--- src/rtl/sticky_irq_pkg.sv ---
package sticky_irq_pkg;

  typedef enum logic [2:0] {
    SEL_NONE = 3'd0,
    SEL_MASK = 3'd1,
    SEL_PEND = 3'd2,
    SEL_LINE = 3'd3,
    SEL_CNT  = 3'd4
  } rdSel_e;

  typedef struct packed {
    logic   wrMask;
    logic   wrAck;
    logic   rdEn;
    rdSel_e rdSel;
  } ctlStrobe_t;

  localparam int unsigned WORD_MASK = 0;
  localparam int unsigned WORD_PEND = 1;
  localparam int unsigned WORD_LINE = 2;

endpackage

--- src/rtl/sticky_irq_sync.sv ---
module sticky_irq_sync #(
  parameter int unsigned WIDTH  = 32,
  parameter int unsigned STAGES = 2
) (
  input  logic             clk,
  input  logic             rst_n,
  input  logic [WIDTH-1:0] asyncIn,
  output logic [WIDTH-1:0] syncOut
);

  logic [WIDTH-1:0] stageQ [STAGES];

  for (genvar s = 0; s < STAGES; s++) begin : g_stage
    always_ff @(posedge clk) begin
      if (!rst_n) begin
        stageQ[s] <= '0;
      end else begin
        stageQ[s] <= (s == 0) ? asyncIn : stageQ[(s == 0) ? 0 : s - 1];
      end
    end
  end

  assign syncOut = stageQ[STAGES-1];

endmodule

--- src/rtl/sticky_irq_ctl.sv ---
module sticky_irq_ctl
  import sticky_irq_pkg::*;
#(
  parameter int unsigned NUM_LINES = 32,
  parameter int unsigned ADDR_W    = 6,
  parameter int unsigned CNT_BASE  = 32,
  localparam int unsigned IDX_W    = (NUM_LINES > 1) ? $clog2(NUM_LINES) : 1
) (
  input  logic              clk,
  input  logic              rst_n,
  input  logic [ADDR_W-1:0] regAddr,
  input  logic              wrEn,
  input  logic              rdEn,
  output ctlStrobe_t        strb,
  output logic [IDX_W-1:0]  cntIdx
);

  logic isMask, isPend, isLine, isCnt;

  always_comb begin
    isMask = (int'(regAddr) == WORD_MASK);
    isPend = (int'(regAddr) == WORD_PEND);
    isLine = (int'(regAddr) == WORD_LINE);
    isCnt  = (int'(regAddr) >= CNT_BASE) && (int'(regAddr) < CNT_BASE + NUM_LINES);
    cntIdx = IDX_W'(int'(regAddr) - CNT_BASE);
  end

  always_comb begin
    strb.wrMask = wrEn & isMask;
    strb.wrAck  = wrEn & isPend;
    strb.rdEn   = rdEn;
    if (isMask)      strb.rdSel = SEL_MASK;
    else if (isPend) strb.rdSel = SEL_PEND;
    else if (isLine) strb.rdSel = SEL_LINE;
    else if (isCnt)  strb.rdSel = SEL_CNT;
    else             strb.rdSel = SEL_NONE;
  end

  // a write reaches at most one writable register
  p_one_target_r7: assert property (@(posedge clk) disable iff (!rst_n)
    $onehot0({strb.wrMask, strb.wrAck}));

  // counter and unmapped words never produce a write strobe
  p_ro_no_write_r7: assert property (@(posedge clk) disable iff (!rst_n)
    (wrEn && (strb.rdSel == SEL_CNT || strb.rdSel == SEL_LINE || strb.rdSel == SEL_NONE))
      |-> !(strb.wrMask || strb.wrAck));

endmodule

--- src/rtl/sticky_irq_dp.sv ---
module sticky_irq_dp
  import sticky_irq_pkg::*;
#(
  parameter int unsigned NUM_LINES = 32,
  parameter int unsigned DATA_W    = 32,
  parameter int unsigned CNT_W     = 32,
  localparam int unsigned IDX_W    = (NUM_LINES > 1) ? $clog2(NUM_LINES) : 1
) (
  input  logic                 clk,
  input  logic                 rst_n,
  input  logic [NUM_LINES-1:0] lineSync,
  input  ctlStrobe_t           strb,
  input  logic [IDX_W-1:0]     cntIdx,
  input  logic [DATA_W-1:0]    wrData,
  output logic [DATA_W-1:0]    rdData,
  output logic                 cpuIrq
);

  logic [NUM_LINES-1:0] lineState;
  logic [NUM_LINES-1:0] maskQ;
  logic [NUM_LINES-1:0] pendQ;
  logic [NUM_LINES-1:0] ackBits;
  logic [NUM_LINES-1:0] riseBits;
  logic [NUM_LINES-1:0] pendNext;
  logic [CNT_W-1:0]     cntQ [NUM_LINES];
  logic [DATA_W-1:0]    rdQ;
  logic [DATA_W-1:0]    rdNext;
  logic                 irqQ;

  always_comb begin
    ackBits  = strb.wrAck ? wrData[NUM_LINES-1:0] : '0;
    riseBits = lineSync & ~lineState;
    pendNext = (pendQ & ~ackBits) | lineSync;
  end

  always_ff @(posedge clk) begin
    if (!rst_n) begin
      lineState <= '0;
      maskQ     <= '0;
      pendQ     <= '0;
      irqQ      <= 1'b0;
    end else begin
      lineState <= lineSync;
      pendQ     <= pendNext;
      irqQ      <= |(pendQ & maskQ);
      if (strb.wrMask) maskQ <= wrData[NUM_LINES-1:0];
    end
  end

  for (genvar g = 0; g < NUM_LINES; g++) begin : g_cnt
    always_ff @(posedge clk) begin
      if (!rst_n) begin
        cntQ[g] <= '0;
      end else if (riseBits[g]) begin
        cntQ[g] <= cntQ[g] + 1'b1;
      end
    end

    // each counter steps by exactly the number of rises seen
    p_cnt_step_r8: assert property (@(posedge clk) disable iff (!rst_n)
      1'b1 |=> ((cntQ[g] - $past(cntQ[g])) == CNT_W'($past(riseBits[g]))));
  end

  always_comb begin
    unique case (strb.rdSel)
      SEL_MASK: rdNext = DATA_W'(maskQ);
      SEL_PEND: rdNext = DATA_W'(pendQ);
      SEL_LINE: rdNext = DATA_W'(lineState);
      SEL_CNT:  rdNext = DATA_W'(cntQ[cntIdx]);
      default:  rdNext = '0;
    endcase
  end

  always_ff @(posedge clk) begin
    if (!rst_n) begin
      rdQ <= '0;
    end else if (strb.rdEn) begin
      rdQ <= rdNext;
    end
  end

  assign rdData = rdQ;
  assign cpuIrq = irqQ;

  // without an acknowledge no pending bit falls
  p_sticky_r2: assert property (@(posedge clk) disable iff (!rst_n)
    !strb.wrAck |=> ((pendQ & $past(pendQ)) == $past(pendQ)));

  // request follows the masked pending set one cycle later
  p_irq_follow_r3: assert property (@(posedge clk) disable iff (!rst_n)
    1'b1 |=> (cpuIrq == |($past(pendQ & maskQ))));

  // acked bits whose line is low are gone after the write
  p_ack_clear_r4: assert property (@(posedge clk) disable iff (!rst_n)
    strb.wrAck |=> ((pendQ & $past(wrData[NUM_LINES-1:0] & ~lineSync)) == '0));

  // an active synchronised level is always pending next cycle
  p_level_wins_r5: assert property (@(posedge clk) disable iff (!rst_n)
    1'b1 |=> ((pendQ & $past(lineSync)) == $past(lineSync)));

  // a mask write lands in full
  p_mask_write_r6: assert property (@(posedge clk) disable iff (!rst_n)
    strb.wrMask |=> (maskQ == $past(wrData[NUM_LINES-1:0])));

  // mask holds when not written
  p_mask_hold_r7: assert property (@(posedge clk) disable iff (!rst_n)
    !strb.wrMask |=> $stable(maskQ));

endmodule

--- src/rtl/sticky_irq_ctrl.sv ---
module sticky_irq_ctrl
  import sticky_irq_pkg::*;
#(
  parameter int unsigned NUM_LINES  = 32,
  parameter int unsigned DATA_W     = 32,
  parameter int unsigned CNT_W      = 32,
  parameter int unsigned ADDR_W     = 6,
  parameter int unsigned CNT_BASE   = 32,
  parameter int unsigned SYNC_DEPTH = 2,
  localparam int unsigned IDX_W     = (NUM_LINES > 1) ? $clog2(NUM_LINES) : 1
) (
  input  logic                 clk,
  input  logic                 rst_n,
  input  logic [NUM_LINES-1:0] irqLines,
  input  logic [ADDR_W-1:0]    regAddr,
  input  logic                 wrEn,
  input  logic                 rdEn,
  input  logic [DATA_W-1:0]    wrData,
  output logic [DATA_W-1:0]    rdData,
  output logic                 cpuIrq
);

  logic [NUM_LINES-1:0] lineSync;
  ctlStrobe_t           strb;
  logic [IDX_W-1:0]     cntIdx;

  sticky_irq_sync #(
    .WIDTH  (NUM_LINES),
    .STAGES (SYNC_DEPTH)
  ) u_sync (
    .clk     (clk),
    .rst_n   (rst_n),
    .asyncIn (irqLines),
    .syncOut (lineSync)
  );

  sticky_irq_ctl #(
    .NUM_LINES (NUM_LINES),
    .ADDR_W    (ADDR_W),
    .CNT_BASE  (CNT_BASE)
  ) u_ctl (
    .clk     (clk),
    .rst_n   (rst_n),
    .regAddr (regAddr),
    .wrEn    (wrEn),
    .rdEn    (rdEn),
    .strb    (strb),
    .cntIdx  (cntIdx)
  );

  sticky_irq_dp #(
    .NUM_LINES (NUM_LINES),
    .DATA_W    (DATA_W),
    .CNT_W     (CNT_W)
  ) u_dp (
    .clk      (clk),
    .rst_n    (rst_n),
    .lineSync (lineSync),
    .strb     (strb),
    .cntIdx   (cntIdx),
    .wrData   (wrData),
    .rdData   (rdData),
    .cpuIrq   (cpuIrq)
  );

endmodule

--- config.mk ---
export PLATFORM = sky130hd
export DESIGN_NAME = sticky_irq_ctrl
export DESIGN_NICKNAME = d
export VERILOG_FILES = /design/src/rtl/sticky_irq_pkg.sv /design/src/rtl/sticky_irq_sync.sv /design/src/rtl/sticky_irq_ctl.sv /design/src/rtl/sticky_irq_dp.sv /design/src/rtl/sticky_irq_ctrl.sv
export SDC_FILE = /design/constraint.sdc
export NUM_CORES = 2
export LEC_CHECK = 0
export ABC_CLOCK_PERIOD_IN_PS = 5300
export BUFFER_PORTS_ARGS = -buffer_cell sky130_fd_sc_hd__buf_2
export CAP_MARGIN = 5
export CELL_PAD_IN_SITES_DETAIL_PLACEMENT = 1
export CELL_PAD_IN_SITES_GLOBAL_PLACEMENT = 1
export CORE_AREA = 3 3 425 427
export DETAILED_ROUTE_END_ITERATION = 10
export DIE_AREA = 0 0 428 430
export PLACE_DENSITY = 0.73
export SLEW_MARGIN = 20
export SYNTH_ARGS = -nofsm -noshare
export SYNTH_HDL_FRONTEND = slang
export SYNTH_HIERARCHICAL = 1
export SYNTH_SLANG_ARGS = --single-unit
--- constraint.sdc ---
create_clock -name clk -period 5.3 [get_ports clk]
set_input_delay 1.06 -clock clk [delete_from_list [all_inputs] [get_ports clk]]
set_output_delay 1.06 -clock clk [all_outputs]
set_load 0.02 [all_outputs]
== Word-level counts from Yosys, hierarchy flattened ==
Memories as Yosys holds them, arrays and structs flattened.
Index checks and enable logic that the tools add are counted.
Storage, ports and cells
  bits in registers: 129
  memory bits (writable): 1088
  input bits: 74
  memories: 2
Operators by class
  add/subtract/negate cells: 33
  magnitude comparators: 1
  equal/unequal tests: 6
  muxes and demuxes: 138
  bitwise gates (word level): 42
  reductions and logical operators: 2
Memory list
  u_dp.cntQ: depth 32, bits a word 32, read ports 33, clocked after memory_dff 0, write ports 32, RTL line sticky_irq_dp.sv:25  | logic [CNT_W-1:0] cntQ [NUM_LINES];
  u_sync.stageQ: depth 2, bits a word 32, read ports 2, clocked after memory_dff 0, write ports 2, RTL line sticky_irq_sync.sv:11  | logic [WIDTH-1:0] stageQ [STAGES];
Operator list (count)
  $mux W32: 35
  $add A32 B1 Y32 const B: 32
  $pmux W32 S4: 1
  $mux W1: 98
  $and A32 B32 Y32: 3
  $not A32 Y32: 2
  $or A1 B1 Y1: 34
  $or A32 B32 Y32: 1
  $reduce_or A32 Y1: 1
  $mux W3: 4
  $eq A3 B2 Y1 const B: 2
  $eq A6 B1 Y1 const B: 1
  $eq A6 B2 Y1 const B: 1
  $ge A6 B6 Y1 const B: 1
  $logic_not A6 Y1: 1
  $sub A5 B1 Y5 const B: 1
  $eq A3 B1 Y1 const B: 1
  $eq A3 B3 Y1 const B: 1
  $and A1 B1 Y1: 2

== Longest topological paths before layout ==
  depth after elaboration: 7
  depth in mapped cells: 11

== Cells and area by module ==
The synthesis kept the hierarchy.
Modules (own cells, without submodules)
  sticky_irq_dp: times used 1, cells each 6540, area an instance 68715.9 µm², seq. area each 33332.0 µm²
  sticky_irq_sync: times used 1, cells each 134, area an instance 1791.7 µm², seq. area each 1281.2 µm²
  sticky_irq_ctl: times used 1, cells each 14, area an instance 108.9 µm², seq. area each 0.0 µm²

== Worst setup path before layout ==
OpenSTA, ideal clock, no wires.
  path kind: input to register
  start point: input port rst_n
  end point: memory u_dp.cntQ[12][0], enable pin
  library setup time: 658 ps
  arrival time: 3085 ps
  required time: 4642 ps
  slack: 1556 ps
  stages on the path: 5
  path buffers: 4
  path through: clkbuf_1 -> clkbuf_1 -> clkbuf_1 -> clkbuf_1 -> o21ai_0
RTL lines
  start, declared: RTL line sticky_irq_ctrl.sv:13  | input logic rst_n,
  end, declared: RTL line sticky_irq_dp.sv:25

== Worst setup path after layout ==
  start point: input port regAddr[2]
  end point: register u_dp.rdQ[12], in the netlist u_dp/rdData[12]
On the way
  longest elaborated chain between the ends: 7
  elaborated cells on any way between the ends: 15
  those cells by class: add/sub (1); order compare (1); eq/ne (6); mux (5); reduce/logical (1); memory (1)
Ends and longest elaborated chain
  start, declared: RTL line sticky_irq_ctrl.sv:15  | input logic [ADDR_W-1:0] regAddr,
  $ge A6 B6 Y1: RTL line sticky_irq_ctl.sv:24  | isCnt = (int'(regAddr) >= CNT_BASE) && (int'(regAddr) < CNT_BASE + NUM_LINES);
  $mux W3: RTL line sticky_irq_ctl.sv:35  | else if (isCnt) strb.rdSel = SEL_CNT;
  $mux W3: RTL line sticky_irq_ctl.sv:34  | else if (isLine) strb.rdSel = SEL_LINE;
  $mux W3: RTL line sticky_irq_ctl.sv:33  | else if (isPend) strb.rdSel = SEL_PEND;
  $mux W3: RTL line sticky_irq_ctl.sv:32  | if (isMask) strb.rdSel = SEL_MASK;
  $eq A3 B3 Y1, or another cell as far along: RTL line sticky_irq_dp.sv:65  | unique case (strb.rdSel)
  $pmux W32 S4 (*): RTL line sticky_irq_dp.sv:65
  end signal, assigned: RTL line sticky_irq_dp.sv:78  | rdQ <= rdNext;
  end, declared: RTL line sticky_irq_dp.sv:26  | logic [DATA_W-1:0] rdQ;
Mark *: on every way between the ends. The rest lies on a longest branch, timed or not.
A chain may end at the register's enable or synchronous reset.

==> summary.txt <==
Synthesis
  – Top post-synthesis cells by area: sky130_fd_sc_hd__edfxtp_1 (44%), sky130_fd_sc_hd__xnor2_1 (5.9%), sky130_fd_sc_hd__dfxtp_1 (5.5%)
  – Number of nets produced by synthesis: between 6000 and 7000
  – Number of storage elements in the synthesis netlist: 1217
  – Number of warnings reported in the yosys synthesis log: 6
  – Post-synthesis async set-or-reset flop share: 0%
  – Dominant cell type by area after synthesis: sky130_fd_sc_hd__edfxtp_1
  – Main synth FF type: sky130_fd_sc_hd__edfxtp_1
  – Area of the mapped netlist: approximately 71000 um2
  – Proportion of synthesized chip area in sequential cells: between 40% and 50%
  – Synthesized area per cell: 10.56 um2
  – Distinct cell type count after synthesis: 78
  – Area share of the largest cell type after synthesis: between 40% and 50%
  – Count of flip-flops with a built-in enable after synthesis: ~1000
  – Synthesized instance count: 6688

Layout
  – Final core utilization: about 45%
  – Layout filler cell count: 19340
  – Net total in the final layout: 6808
  – Growth of design area from synthesis to finish: 11.74%
  – Fraction of final layout cells with drive strength greater than 1: 12.46%

Placed design
  – Routability-driven placement congestion ratio: 0.9665
  – Number of port buffers: 106
  – Half-perimeter wire length after placement: approximately 200000 um

Clock network
  – Post-CTS clock slew at the launch and capture registers of the worst setup and hold paths: 0.06 ns
  – TritonCTS clock tree: built
  – Count of clock tree sinks: about 1200
  – Buffers inserted during post-CTS setup optimization: 0
  – H-tree level count: 4
  – Hold-fix buffers, CTS: 0
  – Cell at the root of the clock tree: sky130_fd_sc_hd__clkbuf_16
  – Count of instances resized after the clock tree is built: 0
  – Max Buffers Root-to-Sink: 3
  – Worst skew pair latency: 0.83 ns
  – Num CTS Buffers: around 150

Route
  – Total number of vias: 56910
  – Final wirelength: 260600 um
  – First DRT Iteration DRCs: 7192
  – Routed length on met3: 21980 um
  – Wl on met1: 108400 um
  – Number of nets still failing antenna checks after routing: 0
  – Topmost layer with routed signal wires: met5
  – Vias per cell: ~6.2
  – Number of detailed-routing iterations run before antenna repair: 6
  – Detail Route met2 WL: 114400 um
  – DRC violation count after routing: 0
  – Avg WL per Cell: 28.41 um

Setup path
  – Endpoint of the lowest-slack register-to-register path: u_dp/cntQ[17][31]
  – Critical path required time: 5.99 ns
  – Crit path max-delay cell type: sky130_fd_sc_hd__a211oi_1
  – Kind of capture point of the worst setup path: register
  – Cell-by-cell listing of the critical path: buf_8, buf_12, mux4_2, nor2b_1, a211oi_1, nor4_1, a221o_1
  – Number of cells traversed by the worst register-to-register path: 5
  – Critical path data arrival time: 4.10 ns
  – CP Max Fanout: 70
  – Kind of launch point of the worst setup path: input pin
  – Category of the critical setup timing path: input pin to register
  – Setup slack of the worst register-to-register path: 2.33 ns
  – Source of the worst register-to-register timing path: u_dp/cntQ[17][7]
  – Slowest stage delay, CP: 0.81 ns

Power and ir drop
  – Gate power share: under 10%
  – Design Power: approximately 24 mW
  – Internal power of the cells: 17.19 mW
  – Switching share of total power: 27.57%
  – VDD IR max: 327.4 uV
  – Power Density: 300.7 nW/um2
  – Part of the power in registers: between 40% and 50%
  – Sw Pwr: 6.541 mW
  – Part of the total power dissipated in the clock network: roughly two fifths
  – Cell leakage power: 25.33 nW

GRT
  – Remaining global-route overflow: 0
  – Number of antenna violations at the first check in global routing: 24
  – First-pass GRT wire length: 380200 um
  – Maximum number of pins on one net before global-route repair: 94
  – Via count of the first global-routing pass: 54960
  – Total GRT Usage: 27.50%

Timing
  – Shortest clock period the worst path allows after layout: 3.412 ns
  – Final Hold Slack: about 0.44 ns
  – Maximum clock frequency: between 200 and 300 MHz
  – Setup_tns: 0 ns
  – Final clock period utilization by the worst path: 64.37%
  – Hold violation count in the final report: 0
  – Unrepaired setup endpoints after global routing: no
  – Final Skew: 0.06558 ns
  – Transition time of the tightest slew-check pin: 1.112 ns
  – Relative slew slack: between 20 and 30%
  – Max Slew Vio Count: 0
  – Setup violators final: 0

Flow run
  – Max-cap violation count: 0

Hold path
  – Endpoint, Worst Hold: u_sync/stageQ[1][12]
  – Tightest Hold Check Type: register to register
  – Critical hold path startpoint: u_sync/stageQ[0][12]
  – Hold path depth: 1

Floorplan
  – Floorplan Core Area: approximately 180000 um2
  – Die area: 184000 um2
  – Starting Density: 40.01%
  – FP Rows: 154
  – Chip Width: 428 um
  – Die span in y: 430 um
  – Number of primary I/O pins: 107

Run status
  – Result of the run: finished, final reports clean
-- state kept, by name (all words and copies together), names as in the netlist --
register and count:
u_dp/cntQ 1024, u_dp/cpuIrq 1, u_dp/lineState 32, u_dp/maskQ 32, u_dp/pendQ 32, u_dp/rdData 32, u_sync/stageQ 64
-- worst max path at each step --
| stage | endpoint | startpoint |
|---|---|---|
| CTS | u_dp/rdData[12] | regAddr[2] |
| global route | u_dp/rdData[12] | regAddr[2] |
| finish | u_dp/rdData[12] | regAddr[2] |
| global placement | u_dp/rdData[12] | regAddr[2] |
| floorplan | u_dp/cntQ[12][0] | rst_n |
| detailed placement | u_dp/rdData[12] | regAddr[2] |
-- layer usage --
| metal | GRT usage [%] | up-vias |
|---|---|---|
| li1 | - | 24700 |
| met1 | 38.32 | 29270 |
| met2 | 41.15 | 2423 |
| met3 | 4.184 | 509 |
| met4 | 14.96 | 4 |
| met5 | 0 | - |
-- cell usage after synthesis (165+ instances only) --
master / number
sky130_fd_sc_hd__nor4_1: 169
sky130_fd_sc_hd__nand2_1: 387
sky130_fd_sc_hd__nor3_1: 165
sky130_fd_sc_hd__clkbuf_1: 243
sky130_fd_sc_hd__a21oi_1: 212
sky130_fd_sc_hd__nor2_1: 969
sky130_fd_sc_hd__nand3_1: 364
sky130_fd_sc_hd__mux4_2: 171
sky130_fd_sc_hd__mux2i_1: 200
sky130_fd_sc_hd__dfxtp_1: 193
sky130_fd_sc_hd__xor2_1: 315
sky130_fd_sc_hd__edfxtp_1: 1024
sky130_fd_sc_hd__inv_1: 188
sky130_fd_sc_hd__xnor2_1: 472
sky130_fd_sc_hd__nand4_1: 209
-- layout by cell type (no fill, tap or decap), types with 44 or more instances in the layout --
| cell | count |
|---|---|
| sky130_fd_sc_hd__mux2_2 | 104 |
| sky130_fd_sc_hd__nor3_1 | 165 |
| sky130_fd_sc_hd__and2_1 | 81 |
| sky130_fd_sc_hd__nand2_1 | 387 |
| sky130_fd_sc_hd__and2_2 | 64 |
| sky130_fd_sc_hd__dfxtp_1 | 193 |
| sky130_fd_sc_hd__mux4_2 | 171 |
| sky130_fd_sc_hd__inv_1 | 188 |
| sky130_fd_sc_hd__buf_2 | 101 |
| sky130_fd_sc_hd__nand3_1 | 364 |
| sky130_fd_sc_hd__mux2i_1 | 200 |
| sky130_fd_sc_hd__or3_1 | 126 |
| sky130_fd_sc_hd__xnor2_1 | 472 |
| sky130_fd_sc_hd__a21oi_1 | 212 |
| sky130_fd_sc_hd__edfxtp_1 | 1024 |
| sky130_fd_sc_hd__nand4_1 | 209 |
| sky130_fd_sc_hd__a22oi_1 | 69 |
| sky130_fd_sc_hd__nor2b_1 | 81 |
| sky130_fd_sc_hd__and3_1 | 125 |
| sky130_fd_sc_hd__nor4_1 | 165 |
| sky130_fd_sc_hd__o21ai_0 | 131 |
| sky130_fd_sc_hd__clkbuf_1 | 44 |
| sky130_fd_sc_hd__nor2_1 | 965 |
| sky130_fd_sc_hd__buf_4 | 79 |
| sky130_fd_sc_hd__clkbuf_16 | 147 |
| sky130_fd_sc_hd__xor2_1 | 315 |
| sky130_fd_sc_hd__and4_1 | 106 |
-- power by group through the flow --
stage | combinational (mW) | clock (mW) | sequential, mW
finish | 2.03 | 9.92 | 11.8
global placement | 1.88 | 0 | 11.9
floorplan | 1.28 | 0 | 11.5
CTS | 1.96 | 10.1 | 11.7
detailed placement | 1.95 | 0 | 11.9
global route | 2.14 | 10.5 | 11.8
-- logic make-up after synthesis --
family	count (synthesis)	synth area share, %
buffers and inverters	532	3.177
AOI/OAI and AO/OA	633	5.606
DFF	1217	49.02
muxes	475	9.947
xor gates and xnor gates	787	9.761
adders and majority gates	32	0.5670
and+or+nand+nor	3012	21.93
-- critical path, delay by kind of cell --
kind / cells / cell delay (ns)
mux: 1 / 0.59
compound gates: 2 / 1.16
simple gates: 2 / 0.31
buf+inv: 2 / 0.72
-- layout make-up --
cell class                      instances  area, um2  area share [%]
Tap cell                             2340       2928           3.711
Clock inverter                         68      721.9          0.9150
Timing Repair Buffer                  210       1802           2.283
Inverter                              188      705.7          0.8943
Clock buffer                          200       3968           5.028
Sequential cell                      1217      34610           43.87
Antenna cell                           11      27.53         0.03489
Multi-Input combinational cell       4939      34140           43.27
-- stage by stage --
step                      std cells  area, um2  setup slack [ns]
after floorplan                6688      70620             1.556
after global placement         8876      73660             1.139
after detailed placement       8882      73840             1.117
after CTS                      9150      78530             1.964
after global routing           9168      78890             1.895
final                          9173      78900             1.888
Note: power is estimated with default switching activity, not from simulation.
